`src/rtl/kbd_serial_host.sv`:
```
module kbd_serial_host #(
  parameter int INHIBIT_CYC = 20000,
  parameter int ACK_TMO_CYC = 400000
) (
  input  logic       clk,
  input  logic       rst_n,
  input  logic       kb_clk_i,
  input  logic       kb_dat_i,
  output logic       kb_clk_pull,
  output logic       kb_dat_pull,
  input  logic       reg_sel,
  input  logic       reg_wr,
  input  logic       reg_rd,
  input  logic [7:0] reg_wdata,
  output logic [7:0] reg_rdata,
  output logic       irq
);
  localparam int CMAX = (INHIBIT_CYC > ACK_TMO_CYC) ? INHIBIT_CYC : ACK_TMO_CYC;
  localparam int CW = $clog2(CMAX + 1);

  typedef enum logic [1:0] {TX_IDLE, TX_INH, TX_REQ} tx_t;
  tx_t tx_st;

  logic [2:0] ck_s;
  logic [1:0] dt_s;
  logic [3:0] rx_cnt, tx_bit;
  logic [7:0] rx_sr, data_q, tx_byte;
  logic       rx_par, obf, rx_err, tmo_err, irq_en, tx_drive;
  logic [CW-1:0] cnt;

  wire fall    = ck_s[2] & ~ck_s[1];
  wire kd      = dt_s[1];
  wire ibf     = tx_st != TX_IDLE;
  wire rx_end  = fall && !ibf && rx_cnt == 4'd10;
  wire rx_good = rx_end && kd && ((^rx_sr) ^ rx_par);
  wire rx_bad  = rx_end && !rx_good;
  wire rd_data = reg_rd && !reg_sel;
  wire rd_stat = reg_rd && reg_sel;

  assign kb_clk_pull = tx_st == TX_INH;
  assign kb_dat_pull = tx_drive;
  assign irq         = obf & irq_en;
  assign reg_rdata   = reg_sel ? {3'b000, irq_en, tmo_err, rx_err, ibf, obf} : data_q;

  always_ff @(posedge clk or negedge rst_n) begin
    if (!rst_n) begin
      ck_s <= 3'b111; dt_s <= 2'b11;
      rx_cnt <= '0; rx_sr <= '0; rx_par <= 1'b0; data_q <= '0;
      obf <= 1'b0; rx_err <= 1'b0; tmo_err <= 1'b0; irq_en <= 1'b0;
      tx_st <= TX_IDLE; tx_byte <= '0; tx_bit <= '0; tx_drive <= 1'b0; cnt <= '0;
    end else begin
      ck_s <= {ck_s[1:0], kb_clk_i};
      dt_s <= {dt_s[0], kb_dat_i};

      if (rd_data) obf <= 1'b0;
      if (rd_stat) begin rx_err <= 1'b0; tmo_err <= 1'b0; end
      if (reg_wr && reg_sel) irq_en <= reg_wdata[0];

      if (ibf) rx_cnt <= '0;
      else if (fall) begin
        if (rx_cnt == 4'd0) begin
          if (!kd) rx_cnt <= 4'd1;
        end else if (rx_cnt <= 4'd8) begin
          rx_sr <= {kd, rx_sr[7:1]};
          rx_cnt <= rx_cnt + 4'd1;
        end else if (rx_cnt == 4'd9) begin
          rx_par <= kd;
          rx_cnt <= 4'd10;
        end else rx_cnt <= '0;
      end
      if (rx_good) begin data_q <= rx_sr; obf <= 1'b1; end
      if (rx_bad) rx_err <= 1'b1;

      case (tx_st)
        TX_IDLE: if (reg_wr && !reg_sel) begin
          tx_byte <= reg_wdata; tx_st <= TX_INH; cnt <= '0;
        end
        TX_INH: if (cnt == CW'(INHIBIT_CYC - 1)) begin
          tx_st <= TX_REQ; cnt <= '0; tx_bit <= '0; tx_drive <= 1'b1;
        end else cnt <= cnt + 1'b1;
        default: begin
          cnt <= cnt + 1'b1;
          if (cnt == CW'(ACK_TMO_CYC - 1)) begin
            tmo_err <= 1'b1; tx_st <= TX_IDLE; tx_drive <= 1'b0;
          end else if (fall) begin
            tx_bit <= tx_bit + 4'd1;
            if (tx_bit < 4'd8) tx_drive <= ~tx_byte[tx_bit[2:0]];
            else if (tx_bit == 4'd8) tx_drive <= ^tx_byte;
            else if (tx_bit == 4'd9) tx_drive <= 1'b0;
            else if (!kd) begin tx_st <= TX_IDLE; tx_drive <= 1'b0; end
          end
        end
      endcase
    end
  end


  irq_needs_obf_chk: assert property (@(posedge clk) disable iff (!rst_n) irq |-> obf);

  obf_read_clear_chk: assert property (@(posedge clk) disable iff (!rst_n)
    (rd_data && !rx_good) |=> !obf);

  bad_frame_no_fill_chk: assert property (@(posedge clk) disable iff (!rst_n)
    (rx_bad && !obf) |=> !obf);

  tx_byte_hold_chk: assert property (@(posedge clk) disable iff (!rst_n)
    (ibf && reg_wr && !reg_sel) |=> $stable(tx_byte));

  lines_free_chk: assert property (@(posedge clk) disable iff (!rst_n)
    !ibf |-> (!kb_clk_pull && !kb_dat_pull));

  tmo_idle_chk: assert property (@(posedge clk) disable iff (!rst_n)
    $rose(tmo_err) |-> !ibf);
endmodule

```
`config.mk`:
```
export PLATFORM = sky130hd
export DESIGN_NAME = kbd_serial_host
export DESIGN_NICKNAME = d
export VERILOG_FILES = /design/src/rtl/kbd_serial_host.sv
export SDC_FILE = /design/constraint.sdc
export NUM_CORES = 1
export LEC_CHECK = 0
export ABC_AREA = 1
export BUFFER_PORTS_ARGS = -buffer_cell sky130_fd_sc_hd__buf_4
export CAP_MARGIN = 20
export CORE_MARGIN = 10
export CORE_UTILIZATION = 60
export CTS_BUF_LIST = sky130_fd_sc_hd__clkbuf_4 sky130_fd_sc_hd__clkbuf_8
export DETAILED_ROUTE_END_ITERATION = 6
export PLACE_DENSITY = 0.78
export SLEW_MARGIN = 10
export SYNTH_ARGS = -nofsm -noshare
export SYNTH_HDL_FRONTEND = slang
export SYNTH_SLANG_ARGS = --single-unit
export TNS_END_PERCENT = 20
```
`constraint.sdc`:
```
create_clock -name clk -period 1.8 [get_ports clk]
set_input_delay 0 -clock clk [delete_from_list [all_inputs] [get_ports clk]]
set_output_delay 0 -clock clk [all_outputs]
set_load 0.02 [all_outputs]
```
==> reports/metrics.csv, run 1 <==
stage,metric,value,unit
synth,Synth Area per Inst,7.26,sq um
critical_path,crit path max fanout,5,
synth,register area share after synthesis,0.421,
die,core area,6280,sq um
grt,largest net degree at the start of global routing,65,
synth,YS warnings,0,
power_and_ir_drop,Max VDD drop,0.00121,V
layout,layout filler cell count,522,
synth,Syn Inst Count,526,
synth,Post-synth EDFFs,0,
layout,"commonest non-fill, non-tap cell in the layout",nand2_1,
power_and_ir_drop,leak pwr,0.00219,uW
sta,post-layout min period,1.67,ns
die,row cnt,29,
worst_hold_path,hold path depth,4,
sta,Worst Skew,0.00704,ns
grt,initial antenna violation count,0,
clock_tree,H-tree depth,3,
layout,post-route insts no fill,665,
synth,asr flop ratio synth,1.00,
critical_path,Critical Path RT,2.07,ns
place,Port Buf Inserts,25,
synth,Synth Area in Simple Gates,0.365,
layout,Syn-to-layout area delta,18.5,%
drt,routed wire length,9.19,mm
clock_tree,CTS tree,yes,
critical_path,WP data arrival,1.94,ns
grt,total gr overflow,0,
grt,GR Util All Layers,0.183,
drt,vias per cell,5.35,
clock_tree,TritonCTS Buffers,9,
drt,WL per Instance,13.8,um
grt,vias in the first global route,3337,
layout,Final Util,0.721,
critical_path,Worst setup SP type,flop,
layout,Final nets,606,
clock_tree,clk sinks,64,
sta,worst-margin pin slew,0.821,ns
place,Final GP Congestion,0.914,
clock_tree,Worst-Skew Late Latency,0.35,ns
clock_tree,Clock transition at path regs,0.07,ns
clock_tree,clock buffer depth,2,
sta,hold slack,0.0424,ns
critical_path,endpoint class of the critical path,flop,
synth,xor/xnor cell area share of the yosys netlist,0.0321,
sta,Peak Freq,0.598,GHz
worst_hold_path,Hold Path Class,input port to flop,
synth,top cell type's share of synthesized area,0.387,
drt,# DRC,0,
synth,Synth area leader,dfrtp_1,
place,cell area after placement,4150,sq um
layout,layout cells sized above 1,0.155,
drt,Detail Route Antenna Nets,0,
synth,"Cell Area, Synth",3820,sq um
die,Die X,99.8,um
die,Initial Utilization,0.609,
grt,global-route wire length before repair,15.2,mm
drt,DR iter-0 viols,253,
sta,Slew headroom,0.453,
synth,#FFs+latches synth,64,
critical_path,worst r2r path cells,11,
synth,Compound-Gate Fraction of Synth Area,0.0783,
clock_tree,clock root cell,clkbuf_8,
synth,Synth Area in Adders,0.0262,
power_and_ir_drop,pwr dens,1130,nW/um^2
synth,mux cell area share after synthesis,0.00295,
sta,fin. max-slew vios,0,
place,dpl cells,632,
layout,most frequent cells in the layout,"nand2_1, inv_1, dfrtp_1, nor2_1, nand3_1",
die,I/O Pins,26,
synth,ys flop type,dfrtp_1,
synth,"top cells by area, synth","dfrtp_1, nand2_1, inv_1",
layout,ant diodes,0,
critical_path,Crit Path Class,flop to flop,
synth,largest family of logic cells by synthesized area,simple AND/OR/NAND/NOR gates,
place,hpwl dp,6.58,mm
job,Max Cap Viol,0,
sta,Setup-failing EPs final,0,
sta,crit share post-route,0.929,
die,die area,9960,sq um
layout,"Design Area, Final",4530,sq um
sta,Fin. Hold Viols,0,
die,die height,99.8,um
drt,total vias in the final route,3560,
drt,drt pass-1 iters,5,
synth,Yosys cell types,33,
sta,final setup TNS,0,ns
outcome,status,"complete, no violations",
synth,syn_nets,549,
## state kept, by name (all words and copies together) (netlist names), 3 cells and up
signal   cells
ck_s         3
cnt         19
data_q       8
rx_cnt       4
rx_sr        8
tx_bit       4
tx_byte      8
## stage by stage
step           power (uW)  setup WS (ns)
5_1_grt              5520       -0.00261
4_1_cts              5070         0.0705
3_5_place_dp         3820         0.0810
6_report             5120          0.128
3_3_place_gp         3760          0.147
2_1_floorplan        3300          0.230
## cell families after synthesis
family          count (synthesis)
flops                          64
simple gates                  308
xor+xnor                       14
fa+ha+maj                       8
compound gates                 57
mux                             1
buf+inv                        74
## worst max-delay path, cell delays in order (launching register included)
cell and delay (ns):
dfrtp_1 0.37, ha_2 0.24, nand2_2 0.10, nor2_4 0.14
inv_1 0.08, nor2_2 0.10, inv_1 0.06, nor2_1 0.14
nor2_1 0.05, nor2_1 0.14, nor2_1 0.05, a21oi_1 0.12
## metal layers
layer / GRT usage / routed length [um] / up-vias
li1: - / - / 1800
met1: 0.238 / 4100 / 1657
met2: 0.297 / 4520 / 91
met3: 0.0419 / 484 / 12
met4: 0.0496 / 86 / 0
met5: 0 / 0 / -
## report_power, final
group	internal (uW)	switching [uW]	leakage, uW
Combinational	686	1290	0.00125
Sequential	1670	227	0.000834
Clock	680	562	0.000104
Total	3030	2080	0.00219
## final timing paths
kind	from	end	slack, ns
max	cnt[1]	kb_dat_pull	0.13
min	reg_sel	tmo_err	0.04
min in group asynchronous	rst_n	tx_byte[2]	0.29
max in group asynchronous	rst_n	cnt[7]	0.97
min reg2reg	dt_s[0]	dt_s[1]	0.36
max reg2reg	cnt[1]	kb_dat_pull	0.13
## what timing repair did
item | 4_1_cts | 5_1_grt
setup endpoints to repair | 0 | 36
setup buffers | 0 | 2
hold buffers | 14 | 0
resized for setup | 0 | 8
endpoints found under the hold margin | 73 | 0
## Yosys cell counts (2+ instances only)
cell and number:
a21oi_1 17, a31oi_1 4, buf_2 3, clkbuf_1 2, dfrtp_1 59, dfstp_2 5, ha_1 8, inv_1 64
inv_2 4, nand2_1 157, nand2_2 4, nand3_1 40, nand4_1 16, nor2_1 56, nor2_2 5, nor2_4 5
nor3_1 15, nor3_2 2, nor3b_1 2, nor4_1 2, o21ai_0 30, o21ai_1 2, o22ai_1 2, xnor2_1 2
xor2_1 12
## final cells by class
type                            count  area (sq um)  area share
Clock buffer                       12           146      0.0323
Clock inverter                      4          45.0     0.00995
Inverter                           68           255      0.0564
Multi-Input combinational cell    389          1960       0.433
Sequential cell                    64          1610       0.355
Tap cell                           77          96.3      0.0213
Timing Repair Buffer               51           418      0.0923
Power figures use the tool's default switching activity.
==> run 2, diff against run 1 <==
--- a/config.mk
+++ b/config.mk
@@ -8,11 +8,11 @@
 export ABC_AREA = 1
 export BUFFER_PORTS_ARGS = -buffer_cell sky130_fd_sc_hd__buf_4
 export CAP_MARGIN = 20
-export CORE_MARGIN = 10
 export CORE_UTILIZATION = 60
 export CTS_BUF_LIST = sky130_fd_sc_hd__clkbuf_4 sky130_fd_sc_hd__clkbuf_8
 export DETAILED_ROUTE_END_ITERATION = 6
 export PLACE_DENSITY = 0.78
+export RECOVER_POWER = 25
 export SLEW_MARGIN = 10
 export SYNTH_ARGS = -nofsm -noshare
 export SYNTH_HDL_FRONTEND = slang
==> reports/metrics.csv, run 2 (synthesis gave the netlist of run 1 again) <==
stage,metric,value,unit,change
outcome,status,"complete, no violations",,
layout,Final nets,606,,unchanged
sta,fin. max-slew vios,0,,unchanged
layout,ant diodes,0,,unchanged
drt,Detail Route Antenna Nets,0,,unchanged
clock_tree,H-tree depth,3,,unchanged
die,I/O Pins,26,,unchanged
worst_hold_path,Worst Hold Launch,reg_sel,,
critical_path,Crit Path Class,flop to flop,,
drt,vias per cell,5.42,,+1.3%
sta,RSZ-0062 raised after global routing,yes,,
power_and_ir_drop,Max VDD drop,0.000912,V,-25%
critical_path,worst r2r path cells,9,,-2
worst_hold_path,Hold Path Class,input port to flop,,
layout,Final Util,0.752,,+0.0311
drt,DR iter-0 viols,334,,+32%
grt,initial antenna violation count,0,,unchanged
drt,total vias in the final route,3596,,+1.0%
critical_path,crit path max fanout,5,,unchanged
grt,vias in the first global route,3407,,+2.1%
sta,Setup-failing EPs final,0,,unchanged
die,row cnt,28,,-3.4%
die,die area,6690,sq um,-33%
layout,Syn-to-layout area delta,18.7,%,
power_and_ir_drop,leak pwr,0.00219,uW,about the same
layout,"commonest non-fill, non-tap cell in the layout",nand2_1,,
clock_tree,clock buffer depth,2,,unchanged
sta,Slew headroom,0.0498,,-0.403
critical_path,Worst setup SP type,flop,,
drt,drt pass-1 iters,5,,unchanged
place,hpwl dp,6.48,mm,-1.5%
clock_tree,CTS tree,yes,,
critical_path,reg2reg setup slack,0.1,ns,-0.03 ns
die,core area,6030,sq um,-4.0%
sta,post-layout min period,1.70,ns,+0.0286 ns
grt,largest net degree at the start of global routing,65,,unchanged
sta,worst-margin pin slew,1.43,ns,+0.605 ns
critical_path,WP data arrival,1.98,ns,+0.04 ns
critical_path,endpoint class of the critical path,flop,,
clock_tree,clk sinks,64,,unchanged
critical_path,CP Cell Sequence,inv_1 -> nor2_1 -> inv_1 -> nor2_4 -> nand3_2 -> nor2_4 -> buf_4 -> nand4_1 -> nand2_1,,
critical_path,RR Endpoint,data_q[7],,
critical_path,critical path's largest stage delay,0.52,ns,+0.15 ns
die,die height,81.8,um,-18%
grt,global-route wire length before repair,15.2,mm,+0.14%
place,Port Buf Inserts,25,,unchanged
grt,total gr overflow,0,,unchanged
clock_tree,Worst-Skew Late Latency,0.34,ns,about the same
layout,max reg flops,19,,unchanged
clock_tree,TritonCTS Buffers,9,,unchanged
drt,WL per Instance,13.8,um,-0.32%
sta,Worst Skew,0.00688,ns,-0.000160 ns
power_and_ir_drop,pwr dens,1150,nW/um^2,+1.4%
die,Die X,81.8,um,-18%
critical_path,Critical Path RT,2.08,ns,about the same
grt,GR Util All Layers,0.299,,+0.116
sta,final setup TNS,0,ns,unchanged
drt,routed wire length,9.13,mm,-0.62%
worst_hold_path,hold path depth,4,,unchanged
critical_path,CP max stage cell,dfstp_2,,
critical_path,reg2reg start,ck_s[2],,
clock_tree,Clock transition at path regs,0.07,ns,about the same
drt,# DRC,0,,unchanged
sta,crit share post-route,0.945,,+0.0159
die,Initial Utilization,0.634,,+0.0254
layout,Top reg by flops,cnt,,
place,Final GP Congestion,0.936,,+2.4%
layout,layout cells sized above 1,0.146,,-0.00850
layout,most frequent cells in the layout,"nand2_1, inv_1, dfrtp_1, nor2_1, nand3_1",,
clock_tree,clock root cell,clkbuf_8,,
worst_hold_path,hold endpoint,tmo_err,,
sta,Fin. Hold Viols,0,,unchanged
job,Max Cap Viol,0,,unchanged
sta,Peak Freq,0.588,GHz,-1.7%
## run 2: critical path: cells and delay by family (launching register included)
family                 cells  cell delay [ns]
flip-flops                 1             0.52
AND/OR/NAND/NOR            6             0.79
buffers and inverters      3             0.32
## run 2: per-layer routing
metal / GRT usage / part of all wire / vias to the layer above
met3: 0.0578 / 0.052 / 9
met5: 0 / 0 / -
met4: 0.0842 / 0.0080 / 0
met2: 0.506 / 0.49 / 104
li1: - / - / 1806
met1: 0.387 / 0.45 / 1677
## run 2: worst max-delay path by stage
stage          startpoint   endpoint  slack [ns]  cells after the start
2_1_floorplan   rx_cnt[0]   rx_sr[0]        0.23                      7
3_3_place_gp      ck_s[2]  data_q[7]        0.16                      9
3_5_place_dp      ck_s[2]  data_q[2]        0.07                      9
4_1_cts           ck_s[2]  data_q[2]        0.05                      9
5_1_grt           ck_s[2]  data_q[5]       -0.03                      9
6_report          ck_s[2]  data_q[7]         0.1                      9
## run 2: through the flow
step	power [uW]	cell area [sq um]	hold slack (ns)	instances	setup slack (ns)
after global placement	3780	4150	0.108	631	0.162
final	5190	4530	0.0486	663	0.0991
after floorplan	3300	3820	-0.296	526	0.230
after CTS	5180	4500	0.0451	661	0.0543
after detailed placement	3860	4150	0.111	631	0.0667
after global routing	5550	4530	0.0752	663	-0.0253
## run 2: layout make-up
class	count	area, sq um
Multi-Input combinational cell	388	1960
Clock buffer	13	166
Inverter	68	255
Fill cell	487	1490
Tap cell	75	93.8
Sequential cell	64	1610
Timing Repair Buffer	52	415
Clock inverter	3	40.0
## run 2: report_power, final
part / switching, uW / internal, uW / total (uW)
logic: 1300 / 696 / 2000
clock network: 558 / 743 / 1300
registers: 229 / 1670 / 1890
total: 2090 / 3100 / 5190
## run 2: what timing repair did
action,in CTS,in global routing
hold endpoints to repair,73,0
setup buffers,0,2
gates resized for setup,0,6
hold buffers,14,0
endpoints found under the setup margin,0,29
==> run 3, diff against run 2 <==
--- a/config.mk
+++ b/config.mk
@@ -12,7 +12,7 @@
 export CTS_BUF_LIST = sky130_fd_sc_hd__clkbuf_4 sky130_fd_sc_hd__clkbuf_8
 export DETAILED_ROUTE_END_ITERATION = 6
 export PLACE_DENSITY = 0.78
-export RECOVER_POWER = 25
+export RECOVER_POWER = 50
 export SLEW_MARGIN = 10
 export SYNTH_ARGS = -nofsm -noshare
 export SYNTH_HDL_FRONTEND = slang
==> constraint.sdc (replaced) <==
create_clock -name clk -period 2 [get_ports clk]
set_input_delay 0 -clock clk [delete_from_list [all_inputs] [get_ports clk]]
set_output_delay 0 -clock clk [all_outputs]
set_load 0.02 [all_outputs]
==> reports/metrics.csv, run 3 (synthesis gave the netlist of run 1 again) <==
stage,metric,value,unit,change
job,Max Cap Viol,1,,+1
power_and_ir_drop,Max VDD drop,0.00102,V,+12%
grt,GR Util All Layers,0.287,,-0.0116
critical_path,critical path's top delay family,simple AND/OR/NAND/NOR gates,,
sta,Worst Skew,0.00644,ns,-0.000439 ns
critical_path,CP max stage cell,dfrtp_1,,
power_and_ir_drop,pwr dens,1060,nW/um^2,-7.7%
outcome,status,"finished, violations left",,
place,Port Buf Inserts,25,,unchanged
clock_tree,TritonCTS Buffers,9,,unchanged
layout,layout cells sized above 1,0.126,,-0.0202
power_and_ir_drop,Pint,2840,uW,-8.6%
critical_path,crit path buf inv count,2,,-1
power_and_ir_drop,sequential share of power,0.365,,about the same
drt,WL per Instance,13.5,um,-2.0%
critical_path,Critical Path RT,2.26,ns,+0.18 ns
layout,"Design Area, Final",4470,sq um,-1.5%
place,hpwl dp,6.36,mm,-1.8%
sta,final setup TNS,0,ns,unchanged
die,Die X,81.8,um,unchanged
clock_tree,CTS tree,yes,,
drt,Detail Route Antenna Nets,0,,unchanged
layout,max reg flops,19,,unchanged
worst_hold_path,Hold Path Class,input port to flop,,
die,die height,81.8,um,unchanged
sta,Fin. Hold Viols,0,,unchanged
sta,Setup-failing EPs final,0,,unchanged
layout,"commonest non-fill, non-tap cell in the layout",nand2_1,,
die,I/O Pins,26,,unchanged
drt,vias per cell,5.52,,+1.8%
clock_tree,Worst-Skew Late Latency,0.35,ns,about the same
die,core area,6030,sq um,unchanged
sta,worst-margin pin slew,1.57,ns,+0.149 ns
drt,DR iter-0 viols,337,,+0.90%
outcome,failing checks,"max-capacitance violations, max-slew violations",,
layout,Final Util,0.741,,-0.0114
layout,ant diodes,0,,unchanged
sta,crit share post-route,0.894,,-0.0513
critical_path,WP data arrival,2.05,ns,+0.07 ns
layout,Final nets,597,,-1.5%
sta,Slew headroom,-0.0492,,-0.0990
drt,routed wire length,8.83,mm,-3.3%
sta,fin. max-slew vios,65,,+65
place,cell area after placement,4100,sq um,-1.3%
sta,Peak Freq,0.560,GHz,-4.8%
clock_tree,clock buffer depth,2,,unchanged
power_and_ir_drop,clock share of power,0.275,,+0.025
place,Final GP Congestion,0.901,,-3.8%
power_and_ir_drop,combinational power share,0.360,,-0.025
critical_path,Worst setup SP type,flop,,
die,Initial Utilization,0.634,,unchanged
layout,Syn-to-layout area delta,16.9,%,
grt,initial antenna violation count,0,,unchanged
power_and_ir_drop,leak pwr,0.00216,uW,-1.3%
critical_path,endpoint class of the critical path,flop,,
grt,largest net degree at the start of global routing,65,,unchanged
grt,global-route wire length before repair,14.5,mm,-4.7%
drt,total vias in the final route,3611,,+0.42%
critical_path,critical path's largest stage delay,0.41,ns,-0.11 ns
grt,total gr overflow,0,,unchanged
clock_tree,Clock transition at path regs,0.07,ns,about the same
layout,most frequent cells in the layout,"nand2_1, inv_1, dfrtp_1, nor2_1, nand3_1",,
drt,drt pass-1 iters,5,,unchanged
critical_path,reg2reg setup slack,0.21,ns,+0.11 ns
critical_path,Crit Path Class,flop to flop,,
critical_path,crit path max fanout,5,,unchanged
layout,Top reg by flops,cnt,,
critical_path,CP Cell Sequence,inv_1 -> ha_1 -> nand2_1 -> nor2_1 -> a21oi_1 -> nor2_1 -> inv_1 -> o21ai_0,,
drt,# DRC,0,,unchanged
die,die area,6690,sq um,unchanged
die,row cnt,28,,unchanged
clock_tree,clock root cell,clkbuf_8,,
clock_tree,Post-CTS Setup Bufs,0,,unchanged
power_and_ir_drop,Sw Share,0.399,,-0.00337
clock_tree,clk sinks,64,,unchanged
clock_tree,H-tree depth,3,,unchanged
sta,post-layout min period,1.79,ns,+0.0864 ns
power_and_ir_drop,Psw,1880,uW,-9.9%
grt,vias in the first global route,3253,,-4.5%
sta,RSZ-0062 raised after global routing,no,,
[run 3: cell type report]
cell class                 count  area (sq um)
clock inverter                 5          78.8
clock buffer                  11           151
multi-input combinational    388          1930
fill                         473          1560
timing repair buffer          43           352
inverter                      68           255
tap                           75          93.8
sequential                    64          1610
[run 3: power by group through the flow]
stage / combinational, uW / clock [uW] / sequential [uW]
2_1_floorplan: 1270 / 0 / 1690
3_5_place_dp: 1660 / 0 / 1740
4_1_cts: 1700 / 1300 / 1720
3_3_place_gp: 1600 / 0 / 1730
6_report: 1700 / 1300 / 1720
5_1_grt: 1930 / 1350 / 1750
[run 3: worst register-to-register path: stages (launching register included)]
cell     delay (ns)
dfrtp_1        0.41
inv_1          0.15
ha_1           0.17
nand2_1        0.07
nor2_1         0.24
a21oi_1        0.18
nor2_1         0.18
inv_1          0.11
o21ai_0        0.19
[run 3: worst paths after layout]
kind	endpoint	startpoint	cells after the start
setup reg to reg	rx_cnt[0]	rx_cnt[0]	8
hold reg to reg	dt_s[1]	dt_s[0]	0
setup / recovery	rx_cnt[0]	rx_cnt[0]	8
max in group asynchronous	cnt[2]	rst_n	2
hold / removal	rx_err	reg_sel	4
min in group asynchronous	tx_byte[5]	rst_n	2
[run 3: what timing repair did]
| item | in CTS | in global routing |
|---|---|---|
| gates resized for setup | 0 | 0 |
| hold buffers | 14 | 0 |
| endpoints found under the hold margin | 73 | 0 |
[run 3: metrics by stage]
step / cells / total power [uW] / worst slack (ns) / hold slack (ns)
after detailed placement: 624 / 3400 / 0.242 / 0.110
final: 654 / 4720 / 0.213 / 0.0311
after floorplan: 526 / 2970 / 0.430 / -0.296
after global routing: 654 / 5040 / 0.0474 / 0.0525
after global placement: 624 / 3330 / 0.293 / 0.109
after CTS: 654 / 4720 / 0.230 / 0.0240
[run 3: metal layers]
metal	vias to the layer above	GRT usage	part of all wire
li1	1785	-	-
met1	1692	0.359	0.44
met2	113	0.472	0.49
met3	21	0.0644	0.043
met4	0	0.130	0.023
met5	-	0	0
